[src/rtl/brg_pkg.sv]
package brg_pkg;
  localparam int WORD_W  = 32;
  localparam int CNT_W   = 12;
  localparam int CNT_LSB = 1;
  localparam int PRE_BIT = 0;
  localparam int SEL_LSB = 14;
  localparam int EN_BIT  = 16;
  localparam int PRE_DIV = 16;
  localparam int PRE_W   = $clog2(PRE_DIV);

  typedef enum logic [1:0] {
    SRC_SYS   = 2'b00,
    SRC_EXT_A = 2'b01,
    SRC_EXT_B = 2'b10,
    SRC_OFF   = 2'b11
  } brg_src_e;

  typedef struct packed {
    logic             en;
    brg_src_e         src;
    logic             pre16;
    logic [CNT_W-1:0] count;
  } brg_cfg_t;

  function automatic brg_cfg_t brg_unpack(input logic [WORD_W-1:0] w);
    brg_cfg_t c;
    c.en    = w[EN_BIT];
    c.src   = brg_src_e'(w[SEL_LSB +: 2]);
    c.pre16 = w[PRE_BIT];
    c.count = w[CNT_LSB +: CNT_W];
    return c;
  endfunction
endpackage

[src/rtl/brg_sync.sv]
module brg_sync (
  input  logic clk,
  input  logic rst_n,
  input  logic async_i,
  output logic rise_o
);
  logic meta_q, sync_q, prev_q;

  always_ff @(posedge clk) begin
    if (!rst_n) begin
      meta_q <= 1'b0;
      sync_q <= 1'b0;
      prev_q <= 1'b0;
    end else begin
      meta_q <= async_i;
      sync_q <= meta_q;
      prev_q <= sync_q;
    end
  end

  assign rise_o = sync_q & ~prev_q;
endmodule

[src/rtl/brg_regs.sv]
module brg_regs #(
  parameter int ADDR_W     = 6,
  parameter int GRP_SIZE   = 4,
  parameter int GRP_A_BASE = 0,
  parameter int GRP_B_BASE = 16,
  parameter int CMD_ADDR   = 32
) (
  input  logic                                       clk,
  input  logic                                       rst_n,
  input  logic                                       wr_en,
  input  logic [ADDR_W-1:0]                          addr,
  input  logic [brg_pkg::WORD_W-1:0]                 wr_data,
  output logic [brg_pkg::WORD_W-1:0]                 rd_data,
  output logic [2*GRP_SIZE-1:0][brg_pkg::WORD_W-1:0] ctrl_o,
  output logic [2*GRP_SIZE-1:0]                      load_o,
  output logic [brg_pkg::WORD_W-1:0]                 load_word_o,
  output logic                                       hit_o,
  output logic                                       cmd_hit_o,
  output logic                                       busy_o
);
  import brg_pkg::*;

  localparam int NUM_GEN = 2 * GRP_SIZE;
  localparam int IDX_W   = $clog2(NUM_GEN);
  localparam logic [ADDR_W-1:0] A_LO = ADDR_W'(GRP_A_BASE);
  localparam logic [ADDR_W-1:0] A_HI = ADDR_W'(GRP_A_BASE + GRP_SIZE);
  localparam logic [ADDR_W-1:0] B_LO = ADDR_W'(GRP_B_BASE);
  localparam logic [ADDR_W-1:0] B_HI = ADDR_W'(GRP_B_BASE + GRP_SIZE);
  localparam logic [ADDR_W-1:0] C_AD = ADDR_W'(CMD_ADDR);
  localparam logic [IDX_W-1:0]  LAST = IDX_W'(NUM_GEN - 1);

  logic [NUM_GEN-1:0][WORD_W-1:0] ctrl_q;
  logic                           busy_q;
  logic [IDX_W-1:0]               sweep_q;
  logic                           hit;
  logic [IDX_W-1:0]               idx;
  logic                           wr_ok, cmd_go;

  always_comb begin
    hit = 1'b0;
    idx = '0;
    if (addr >= A_LO && addr < A_HI) begin
      hit = 1'b1;
      idx = IDX_W'(addr - A_LO);
    end else if (addr >= B_LO && addr < B_HI) begin
      hit = 1'b1;
      idx = IDX_W'(addr - B_LO) + IDX_W'(GRP_SIZE);
    end
  end

  assign cmd_hit_o = (addr == C_AD);
  assign hit_o     = hit;
  assign wr_ok     = wr_en & hit & ~busy_q;
  assign cmd_go    = wr_en & cmd_hit_o & wr_data[0] & ~busy_q;

  always_comb begin
    for (int i = 0; i < NUM_GEN; i++) begin
      load_o[i] = (wr_ok && idx == IDX_W'(i)) || (busy_q && sweep_q == IDX_W'(i));
    end
  end

  assign load_word_o = busy_q ? '0 : wr_data;

  always_ff @(posedge clk) begin
    if (!rst_n) begin
      ctrl_q  <= '0;
      busy_q  <= 1'b0;
      sweep_q <= '0;
    end else begin
      for (int i = 0; i < NUM_GEN; i++) begin
        if (load_o[i]) ctrl_q[i] <= load_word_o;
      end
      if (cmd_go) begin
        busy_q  <= 1'b1;
        sweep_q <= '0;
      end else if (busy_q) begin
        sweep_q <= sweep_q + IDX_W'(1);
        if (sweep_q == LAST) busy_q <= 1'b0;
      end
    end
  end

  always_comb begin
    if (hit)            rd_data = ctrl_q[idx];
    else if (cmd_hit_o) rd_data = {{(WORD_W-1){1'b0}}, busy_q};
    else                rd_data = '0;
  end

  assign ctrl_o = ctrl_q;
  assign busy_o = busy_q;
endmodule

[src/rtl/brg_chan.sv]
module brg_chan (
  input  logic              clk,
  input  logic              rst_n,
  input  brg_pkg::brg_cfg_t cfg_i,
  input  logic              load_i,
  input  brg_pkg::brg_cfg_t load_cfg_i,
  input  logic [1:0]        ext_rise_i,
  output logic              ptick_o,
  output logic              tick_o,
  output logic              clk_o
);
  import brg_pkg::*;

  logic [PRE_W-1:0] pre_q;
  logic [CNT_W-1:0] cnt_q;
  logic             tick_q, clk_q;
  logic             src_ev, pre_wrap;

  always_comb begin
    case (cfg_i.src)
      SRC_SYS:   src_ev = 1'b1;
      SRC_EXT_A: src_ev = ext_rise_i[0];
      SRC_EXT_B: src_ev = ext_rise_i[1];
      default:   src_ev = 1'b0;
    endcase
  end

  assign pre_wrap = (pre_q == PRE_W'(PRE_DIV - 1));
  assign ptick_o  = src_ev & (~cfg_i.pre16 | pre_wrap);

  always_ff @(posedge clk) begin
    if (!rst_n) begin
      pre_q  <= '0;
      cnt_q  <= '0;
      tick_q <= 1'b0;
      clk_q  <= 1'b0;
    end else if (load_i) begin
      pre_q  <= '0;
      cnt_q  <= load_cfg_i.count;
      tick_q <= 1'b0;
      clk_q  <= 1'b0;
    end else if (!cfg_i.en) begin
      pre_q  <= '0;
      cnt_q  <= cfg_i.count;
      tick_q <= 1'b0;
      clk_q  <= 1'b0;
    end else begin
      tick_q <= 1'b0;
      if (src_ev && cfg_i.pre16) pre_q <= pre_wrap ? '0 : pre_q + PRE_W'(1);
      if (ptick_o) begin
        if (cnt_q == '0) begin
          cnt_q  <= cfg_i.count;
          tick_q <= 1'b1;
          clk_q  <= ~clk_q;
        end else begin
          cnt_q <= cnt_q - CNT_W'(1);
        end
      end
    end
  end

  assign tick_o = tick_q;
  assign clk_o  = clk_q;
endmodule

[src/rtl/brg_bank.sv]
module brg_bank #(
  parameter int ADDR_W     = 6,
  parameter int GRP_SIZE   = 4,
  parameter int GRP_A_BASE = 0,
  parameter int GRP_B_BASE = 16,
  parameter int CMD_ADDR   = 32
) (
  input  logic                  clk,
  input  logic                  rst_n,
  input  logic                  wr_en,
  input  logic [ADDR_W-1:0]     addr,
  input  logic [31:0]           wr_data,
  output logic [31:0]           rd_data,
  input  logic                  ext_clk_a,
  input  logic                  ext_clk_b,
  output logic [2*GRP_SIZE-1:0] brg_tick,
  output logic [2*GRP_SIZE-1:0] brg_clk
);
  import brg_pkg::*;

  localparam int NUM_GEN = 2 * GRP_SIZE;

  logic [NUM_GEN-1:0][WORD_W-1:0] ctrl_w;
  logic [NUM_GEN-1:0]             load_w;
  logic [NUM_GEN-1:0]             ptick_w;
  logic [WORD_W-1:0]              load_word_w;
  logic                           hit_w, cmd_hit_w, busy_w;
  logic [1:0]                     ext_async, ext_rise_w;
  brg_cfg_t                       load_cfg_w;

  assign ext_async  = {ext_clk_b, ext_clk_a};
  assign load_cfg_w = brg_unpack(load_word_w);

  brg_regs #(
    .ADDR_W(ADDR_W), .GRP_SIZE(GRP_SIZE), .GRP_A_BASE(GRP_A_BASE),
    .GRP_B_BASE(GRP_B_BASE), .CMD_ADDR(CMD_ADDR)
  ) u_regs (
    .clk(clk), .rst_n(rst_n), .wr_en(wr_en), .addr(addr), .wr_data(wr_data),
    .rd_data(rd_data), .ctrl_o(ctrl_w), .load_o(load_w), .load_word_o(load_word_w),
    .hit_o(hit_w), .cmd_hit_o(cmd_hit_w), .busy_o(busy_w)
  );

  for (genvar e = 0; e < 2; e++) begin : g_sync
    brg_sync u_sync (
      .clk(clk), .rst_n(rst_n), .async_i(ext_async[e]), .rise_o(ext_rise_w[e])
    );
  end

  for (genvar g = 0; g < NUM_GEN; g++) begin : g_chan
    brg_cfg_t cfg_g;
    assign cfg_g = brg_unpack(ctrl_w[g]);
    brg_chan u_chan (
      .clk(clk), .rst_n(rst_n), .cfg_i(cfg_g), .load_i(load_w[g]),
      .load_cfg_i(load_cfg_w), .ext_rise_i(ext_rise_w),
      .ptick_o(ptick_w[g]), .tick_o(brg_tick[g]), .clk_o(brg_clk[g])
    );
  end
endmodule

[config.mk]
export PLATFORM = sky130hd
export DESIGN_NAME = brg_bank
export DESIGN_NICKNAME = d
export VERILOG_FILES = /design/src/rtl/brg_pkg.sv /design/src/rtl/brg_sync.sv /design/src/rtl/brg_regs.sv /design/src/rtl/brg_chan.sv /design/src/rtl/brg_bank.sv
export SDC_FILE = /design/constraint.sdc
export NUM_CORES = 1
export LEC_CHECK = 0
export ABC_AREA = 1
export CAP_MARGIN = 10
export CORE_UTILIZATION = 40
export CTS_CLUSTER_DIAMETER = 40
export DETAILED_ROUTE_END_ITERATION = 6
export GPL_TIMING_DRIVEN = 0
export HOLD_SLACK_MARGIN = 0.15
export PLACE_DENSITY = 0.65
export SLEW_MARGIN = 25
export SYNTH_ARGS = -nofsm -noshare
export SYNTH_HDL_FRONTEND = slang
export SYNTH_SLANG_ARGS = --single-unit
[constraint.sdc]
create_clock -name clk -period 1.7 [get_ports clk]
set_input_delay 0.17 -clock clk [delete_from_list [all_inputs] [get_ports clk]]
set_output_delay 0.17 -clock clk [all_outputs]
set_load 0.03 [all_outputs]
==> results of run 1 <==
[cell usage after synthesis (20+ instances only)]
cell type                  count  area, µm²
sky130_fd_sc_hd__nand2_1     838       3150
sky130_fd_sc_hd__nor2_1      435       1630
sky130_fd_sc_hd__a21oi_1     433       2170
sky130_fd_sc_hd__dfxtp_1     410       8210
sky130_fd_sc_hd__inv_1       371       1390
sky130_fd_sc_hd__nand3_1     194        971
sky130_fd_sc_hd__o21ai_0     190        951
sky130_fd_sc_hd__clkbuf_1     95        357
sky130_fd_sc_hd__nand4_1      56        350
sky130_fd_sc_hd__buf_2        52        260
sky130_fd_sc_hd__ha_1         30        375
sky130_fd_sc_hd__o21a_1       29        218
sky130_fd_sc_hd__o211ai_1     28        210
sky130_fd_sc_hd__nor3_1       24        120
sky130_fd_sc_hd__buf_4        22        165
sky130_fd_sc_hd__a22oi_1      21        158
sky130_fd_sc_hd__xnor2_1      20        175
[sequential cells by signal (all words and copies together), names as in the netlist]
signal	cells
g_chan.u_chan.clk_o	8
g_chan.u_chan.cnt_q	96
g_chan.u_chan.pre_q	32
g_chan.u_chan.tick_o	8
g_sync.u_sync.meta_q	2
g_sync.u_sync.prev_q	2
g_sync.u_sync.sync_q	2
u_regs.busy_o	1
u_regs.ctrl_o	256
u_regs.sweep_q	3
[power groups by stage]
stage	clock (mW)	sequential (mW)	combinational, mW
finish	15.9	9.69	1.77
global route	16.3	9.69	1.80
CTS	15.9	9.70	1.45
detailed placement	0	9.90	1.24
global placement	0	9.90	1.24
floorplan	0	9.89	0.663
[worst max-delay path, cell delays in order]
cell	delay [ps]
sky130_fd_sc_hd__buf_8	100
sky130_fd_sc_hd__nor2_4	140
sky130_fd_sc_hd__buf_6	170
sky130_fd_sc_hd__nand4_1	130
sky130_fd_sc_hd__buf_6	180
sky130_fd_sc_hd__clkbuf_16	160
sky130_fd_sc_hd__o211ai_1	530
sky130_fd_sc_hd__o31ai_4	220
sky130_fd_sc_hd__buf_6	190
[layout make-up]
type,count,area share (%)
Antenna cell,1,0.00789
Tap cell,688,2.71
Sequential cell,410,26.2
Clock buffer,87,6.32
Buffer,173,5.36
Clock inverter,51,1.99
Inverter,383,4.75
Timing Repair Buffer,280,9.51
Multi-Input combinational cell,2384,43.1
[how the worst min path moves through the flow]
stage | slack [ps] | cells after the start | to | start
final | 240 | 3 | u_regs.ctrl_o[59]$_SDFFE_PN0P_ | wr_data[27]
after detailed placement | 400 | 2 | g_sync[1].u_sync.sync_q$_SDFF_PN0_ | g_sync[1].u_sync.meta_q$_SDFF_PN0_
after CTS | 170 | 5 | u_regs.ctrl_o[42]$_SDFFE_PN0P_ | addr[1]
after global routing | 260 | 3 | u_regs.ctrl_o[59]$_SDFFE_PN0P_ | wr_data[27]
after global placement | 390 | 2 | g_sync[0].u_sync.sync_q$_SDFF_PN0_ | g_sync[0].u_sync.meta_q$_SDFF_PN0_
after floorplan | 270 | 2 | g_sync[0].u_sync.meta_q$_SDFF_PN0_ | ext_clk_a
[logic make-up after synthesis]
kind of cell,after synthesis
fa+ha+maj,30
xor+xnor,30
flops,410
buf+inv,564
compound gates,735
simple gates,1587
[timing repair]
item | 4_1_cts | 5_1_grt
setup buffers | 83 | 77
cloned | 7 | 25
hold buffers | 3 | 0
pin swaps | 100 | 129
endpoints found under the setup margin | 452 | 377
endpoints found under the hold margin | 3 | 0
gates resized for setup | 849 | 690
[layer usage]
metal / share of wire [%] / wire, µm
met1: 39 / 38600
met2: 41 / 40600
met3: 13 / 13000
met4: 7.2 / 7210
met5: 0.043 / 43
[per-stage QoR]
stage                     setup TNS [ps]  std cells  hold slack, ps
after floorplan                    -74.7       3356             268
after detailed placement         -434920       4133             395
after global routing              -23370       4456             265
final                             -16050       4457             236
after global placement           -426590       4133             394
after CTS                          -3970       4361             168
==> impl_metrics.py, run 1 <==
metrics = {
    "run_status": {
        "status": "complete, but fails checks",
        "failing_checks": "DRC, setup timing",
    },
    "grt": {
        "grt_util_met3_pct": 9.70,
        "use_met1_pct": 44.0,
        "grt_overflow_total": 0,
        "grt_pass1_wl_um": 137000,
        "track_usage_pct": 33.3,
        "grt_most_used_layer": "met2",
        "gr-usage-met2_pct": 48.5,
        "grt_start_max_net_pins": 17,
        "grt_pass1_vias": 22675,
        "number_of_antenna_violations_at_the_first_check_in_global_routing": 4,
    },
    "power": {
        "power_density_nw_per_um2": 863,
        "power_report.internal_total_mw": 20.3,
        "static-leakage-power_nw": 13.6,
        "post-layout-total-power_mw": 27.4,
        "pwr-share-seq_pct": 35.4,
        "power.switching_fraction_pct": 25.8,
        "combPwrFrac_pct": 6.5,
        "switching_power_mw": 7.07,
        "share_clk_of_total_power_pct": 58.2,
        "vdd_ir_drop_max_uv": 649,
    },
    "setup_path": {
        "destination_of_the_critical_timing_path": "rd_data[16]",
        "crit_start": "addr[2]",
        "cp_max_fo": 6,
        "cp.required_ps": 1530,
        "timing_worst_setup_path_type": "input pin to primary output",
        "reg2reg_slack_ps": -150,
        "timing.rr.end": "g_chan[2].u_chan.cnt_q[8]$_SDFFE_PN0P_",
        "cp_arrival_ps": 2020,
        "worst_r2r_path_depth": 9,
        "critPathCaptureType": "primary output",
        "timing.rr.start": "u_regs.busy_o$_SDFF_PN0_",
        "critical_path.startpoint_type": "input pin",
    },
    "sta": {
        "slew_violations": 0,
        "grt_setup_unrepaired": "yes",
        "final.period_utilization_pct": 129,
        "minimum_setup_slack_in_the_final_design_ps": -485,
        "maxClockFrequency_mhz": 458,
        "max_slew_margin_pct": 20.7,
        "tightest_pin_transition_ps": 1190,
        "hold_violation_count_in_the_final_report": 0,
        "setup_viol": 187,
        "post-route-min-period_ps": 2190,
        "fin_skew_ps": 61.3,
    },
    "logic_synthesis": {
        "post_synth_mux_area_share_pct": 0,
        "netlist-cell-type-count": 37,
        "postSynth.asyncResetShare_pct": 0,
        "postSynthRegisterBits": 410,
        "yosysWarnings": 0,
        "count_of_flip_flops_with_a_built_in_enable_after_synthesis": 0,
        "synth_compound_gate_area_share_pct": 18.3,
        "sequential_share_of_the_synthesized_area_pct": 38.0,
        "synth_top_family_by_area": "simple AND/OR/NAND/NOR gates",
        "post_synth_and_or_nand_nor_area_fraction_pct": 30.2,
        "post_synth_inst_count": 3356,
        "post_synth_xor_area_fraction_pct": 1.22,
        "yosys.area_share.adder_pct": 1.74,
        "synth.avg_cell_area_um2": 6.44,
        "syn_nets": 3429,
        "synth.cell_area_um2": 21600,
        "postSynth.topFlopCell": "sky130_fd_sc_hd__dfxtp_1",
    },
    "routing": {
        "drc": 6,
        "number_of_vias_per_cell": 5.76,
        "number_of_violations_reported_at_the_end_of_detailed_routing_iteration_0": 3417,
        "routed_wire_length_per_instance_um": 22.3,
        "drt.antenna.violating_nets": 0,
        "drt-total-wl_um": 99500,
        "first_pass_iters": 7,
        "routed-via-count": 25694,
    },
    "cts": {
        "cts.clk_slew.worst_paths_ps": 60,
        "numClockSinks": 410,
        "clock_tree.buffer_depth": 3,
        "cts_buffers": 76,
        "clock_tree.root_cell": "sky130_fd_sc_hd__clkbuf_16",
        "clk_latency_ps": 650,
        "h-tree-depth": 3,
        "cts_tree": "built",
    },
    "die": {
        "core_um2": 53000,
        "fp.dieW_um": 234,
        "fp.dieArea_um2": 54900,
        "std_cell_rows": 84,
        "floorplan.initialDensity_pct": 40.8,
        "pin_count": 91,
        "die_y_um": 234,
    },
    "final_layout": {
        "area_overhead_vs_synth_pct": 46.9,
        "sequential_cell_area_um2": 8320,
        "final_common_cell": "sky130_fd_sc_hd__nand2_1",
        "nFillCells": 4603,
        "layout_common_cells": "sky130_fd_sc_hd__nand2_1, sky130_fd_sc_hd__dfxtp_1, sky130_fd_sc_hd__a21oi_1",
        "postLayoutCoreUtil_pct": 59.9,
        "nets": 3781,
        "drive_above_1_share_pct": 31.4,
        "multi_input_area_um2": 13700,
        "design_area_um2": 31700,
    },
    "placed_design": {
        "post-place-ws_ps": -2220,
        "routability_congestion_estimate": 1.01,
        "placed_cell_area_um2": 23500,
        "place.detailed.hpwl_um": 66400,
        "count_of_buffers_inserted_at_the_top_level_ports": 89,
    },
    "flow_run": {
        "number_of_max_cap_violations": 0,
    },
    "min_path": {
        "worstHoldPathType": "input pin to register",
    },
}
Note: power is estimated with default switching activity, not from simulation.
==> run 2: changes to the inputs <==
CTS_CLUSTER_DIAMETER = unset   (was 40)
==> run 2 against run 1 <==
The flow still finishes with violations (DRC, setup timing). Non-clock buffer count is 14 higher. Cell count decreased by 0.90%. Wire length increased by 1.4%. Hold slack better by 13 ps. Global-route usage fell by 0.40 points. Register-to-register slack worse by 190 ps. First-iteration DRC count increased by 0.18%. Combinational power about the same.
==> impl_metrics.py, run 2 (synthesis results as in run 1) <==
metrics = {
    "die": {
        "fp.dieArea_um2": 54900,
        "pin_count": 91,
        "fp.dieW_um": 234,
        "floorplan.initialDensity_pct": 40.8,
        "std_cell_rows": 84,
        "core_um2": 53000,
        "die_y_um": 234,
    },
    "routing": {
        "number_of_violations_reported_at_the_end_of_detailed_routing_iteration_0": 3423,
        "drt-total-wl_um": 101000,
        "first_pass_iters": 7,
        "routed_wire_length_per_instance_um": 22.8,
        "drt.antenna.violating_nets": 0,
        "routed-via-count": 25928,
        "drc": 26,
        "number_of_vias_per_cell": 5.87,
    },
    "setup_path": {
        "cp.required_ps": 1530,
        "timing.rr.start": "u_regs.busy_o$_SDFF_PN0_",
        "cp_arrival_ps": 2510,
        "cp_max_fo": 9,
        "timing.rr.end": "u_regs.ctrl_o[143]$_SDFFE_PN0P_",
        "timing_worst_setup_path_type": "input pin to primary output",
        "reg2reg_slack_ps": -340,
        "critPathCaptureType": "primary output",
        "critical_path.startpoint_type": "input pin",
        "worst_r2r_path_depth": 11,
    },
    "sta": {
        "setup_viol": 343,
        "max_slew_margin_pct": 23.6,
        "slew_violations": 0,
        "hold_violation_count_in_the_final_report": 0,
        "post-route-min-period_ps": 2680,
        "worst_hold_slack_ps": 249,
        "final.period_utilization_pct": 157,
        "minimum_setup_slack_in_the_final_design_ps": -976,
        "maxClockFrequency_mhz": 374,
        "grt_setup_unrepaired": "yes",
        "tightest_pin_transition_ps": 1150,
        "fin_skew_ps": 18.6,
    },
    "run_status": {
        "failing_checks": "DRC, setup timing",
        "status": "complete, but fails checks",
    },
    "min_path": {
        "hold_path.startpoint": "addr[4]",
        "worstHoldPathType": "input pin to register",
        "hold_end": "u_regs.busy_o$_SDFF_PN0_",
        "min_path_cells": 4,
    },
    "placed_design": {
        "routability_congestion_estimate": 1.01,
        "count_of_buffers_inserted_at_the_top_level_ports": 89,
        "post-place-ws_ps": -2220,
        "place.detailed.hpwl_um": 66400,
        "place.detailed.instances": 4133,
    },
    "final_layout": {
        "postLayoutCoreUtil_pct": 59.5,
        "largest_reg_flops": 256,
        "final_cells": 4417,
        "drive_above_1_share_pct": 32.0,
        "layout_common_cells": "sky130_fd_sc_hd__nand2_1, sky130_fd_sc_hd__dfxtp_1, sky130_fd_sc_hd__a21oi_1",
        "final_common_cell": "sky130_fd_sc_hd__nand2_1",
        "nets": 3768,
        "area_overhead_vs_synth_pct": 46.0,
    },
    "flow_run": {
        "number_of_max_cap_violations": 0,
    },
    "cts": {
        "clock_tree.buffer_depth": 3,
        "clock_tree.root_cell": "sky130_fd_sc_hd__clkbuf_16",
        "clk_latency_ps": 600,
        "numClockSinks": 410,
        "cts_buffers": 48,
        "cts_tree": "built",
        "h-tree-depth": 2,
        "cts.clk_slew.worst_paths_ps": 60,
    },
    "grt": {
        "grt_pass1_vias": 22212,
        "track_usage_pct": 32.9,
        "grt_overflow_total": 0,
        "grt_start_max_net_pins": 17,
        "grt_pass1_wl_um": 135000,
        "number_of_antenna_violations_at_the_first_check_in_global_routing": 3,
    },
    "power": {
        "vdd_ir_drop_max_uv": 690,
        "static-leakage-power_nw": 13.4,
        "power_density_nw_per_um2": 693,
    },
}
[run 2: cell types whose count changed in the layout (fill, tap and decap cells not counted), moves of 10 or more]
cell / before / now
sky130_fd_sc_hd__nand2_1: 698 / 661
sky130_fd_sc_hd__nand2_2: 116 / 133
sky130_fd_sc_hd__nand2_4: 23 / 41
sky130_fd_sc_hd__a21oi_1: 330 / 316
sky130_fd_sc_hd__clkbuf_16: 98 / 81
sky130_fd_sc_hd__dfxtp_2: 53 / 43
sky130_fd_sc_hd__clkinvlp_4: 16 / 3
sky130_fd_sc_hd__nor2_2: 75 / 63
sky130_fd_sc_hd__nor2_1: 320 / 297
sky130_fd_sc_hd__inv_2: 72 / 56
sky130_fd_sc_hd__a21oi_2: 94 / 111
sky130_fd_sc_hd__nor2_4: 50 / 85
[run 2: how the worst max path moves through the flow]
stage / from / end / slack, ps / cells after the start
finish: addr[3] / rd_data[16] / -980 / 9
global route: addr[3] / rd_data[16] / -780 / 9
CTS: u_regs.ctrl_o[134]$_SDFFE_PN0P_ / rd_data[6] / -210 / 5
detailed placement: addr[5] / rd_data[14] / -2220 / 8
global placement: addr[5] / rd_data[14] / -2190 / 8
floorplan: addr[5] / rd_data[3] / -70 / 6
[run 2: metal layers]
layer  share of wire [%]  GRT usage (%)  up-vias  routed length [µm]
met2                  41           48.3     1870               41200
li1                    -              -    11557                   -
met3                  13           8.74      559               13500
met4                 7.5           16.6        2                7560
met5               0.041          0.268        -                  41
met1                  38           44.0    11940               38500
[run 2: per-stage QoR]
step	cell area [µm²]	power [mW]	setup TNS (ps)
4_1_cts	27500	21.5	-3920
6_report	31500	21.8	-37260
2_1_floorplan	21700	10.6	-74.7
3_5_place_dp	23500	11.1	-434920
5_1_grt	31500	22.3	-46380
3_3_place_gp	23500	11.1	-426590
[run 2: area by class of cell]
class / instances / area [µm²]
flip-flops and latches: 410 / 8310
plain buffers: 173 / 1800
repair inverters: 1 / 11.3
diodes: 2 / 5.00
clock inverters: 12 / 114
fillers: 4652 / 21400
multi-input cells: 2384 / 14100
repair buffers: 294 / 3340
clock buffers: 70 / 1420
inverters: 383 / 1550
well taps: 688 / 861
[run 2: report_power, final]
part	total [mW]	leakage, nW	internal, mW	switching (mW)
Combinational	1.79	9.31	0.565	1.23
Clock	10.4	0.762	6.03	4.35
Sequential	9.67	3.34	9.64	0.0373
[run 2: timing repair]
action / CTS / global route
setup buffers: 84 / 80
endpoints found under the setup margin: 452 / 399
gates cloned: 8 / 36
resized for setup: 820 / 882
hold buffers: 2 / 0
pin swaps: 86 / 123
hold endpoints to repair: 2 / 0
[run 2: critical path: stages]
cell and delay (ps):
sky130_fd_sc_hd__buf_8 100, sky130_fd_sc_hd__nor2_4 160, sky130_fd_sc_hd__buf_6 180, sky130_fd_sc_hd__nand4_1 150
sky130_fd_sc_hd__buf_6 200, sky130_fd_sc_hd__clkbuf_16 190, sky130_fd_sc_hd__o211ai_1 850, sky130_fd_sc_hd__o31ai_4 260
sky130_fd_sc_hd__buf_6 220
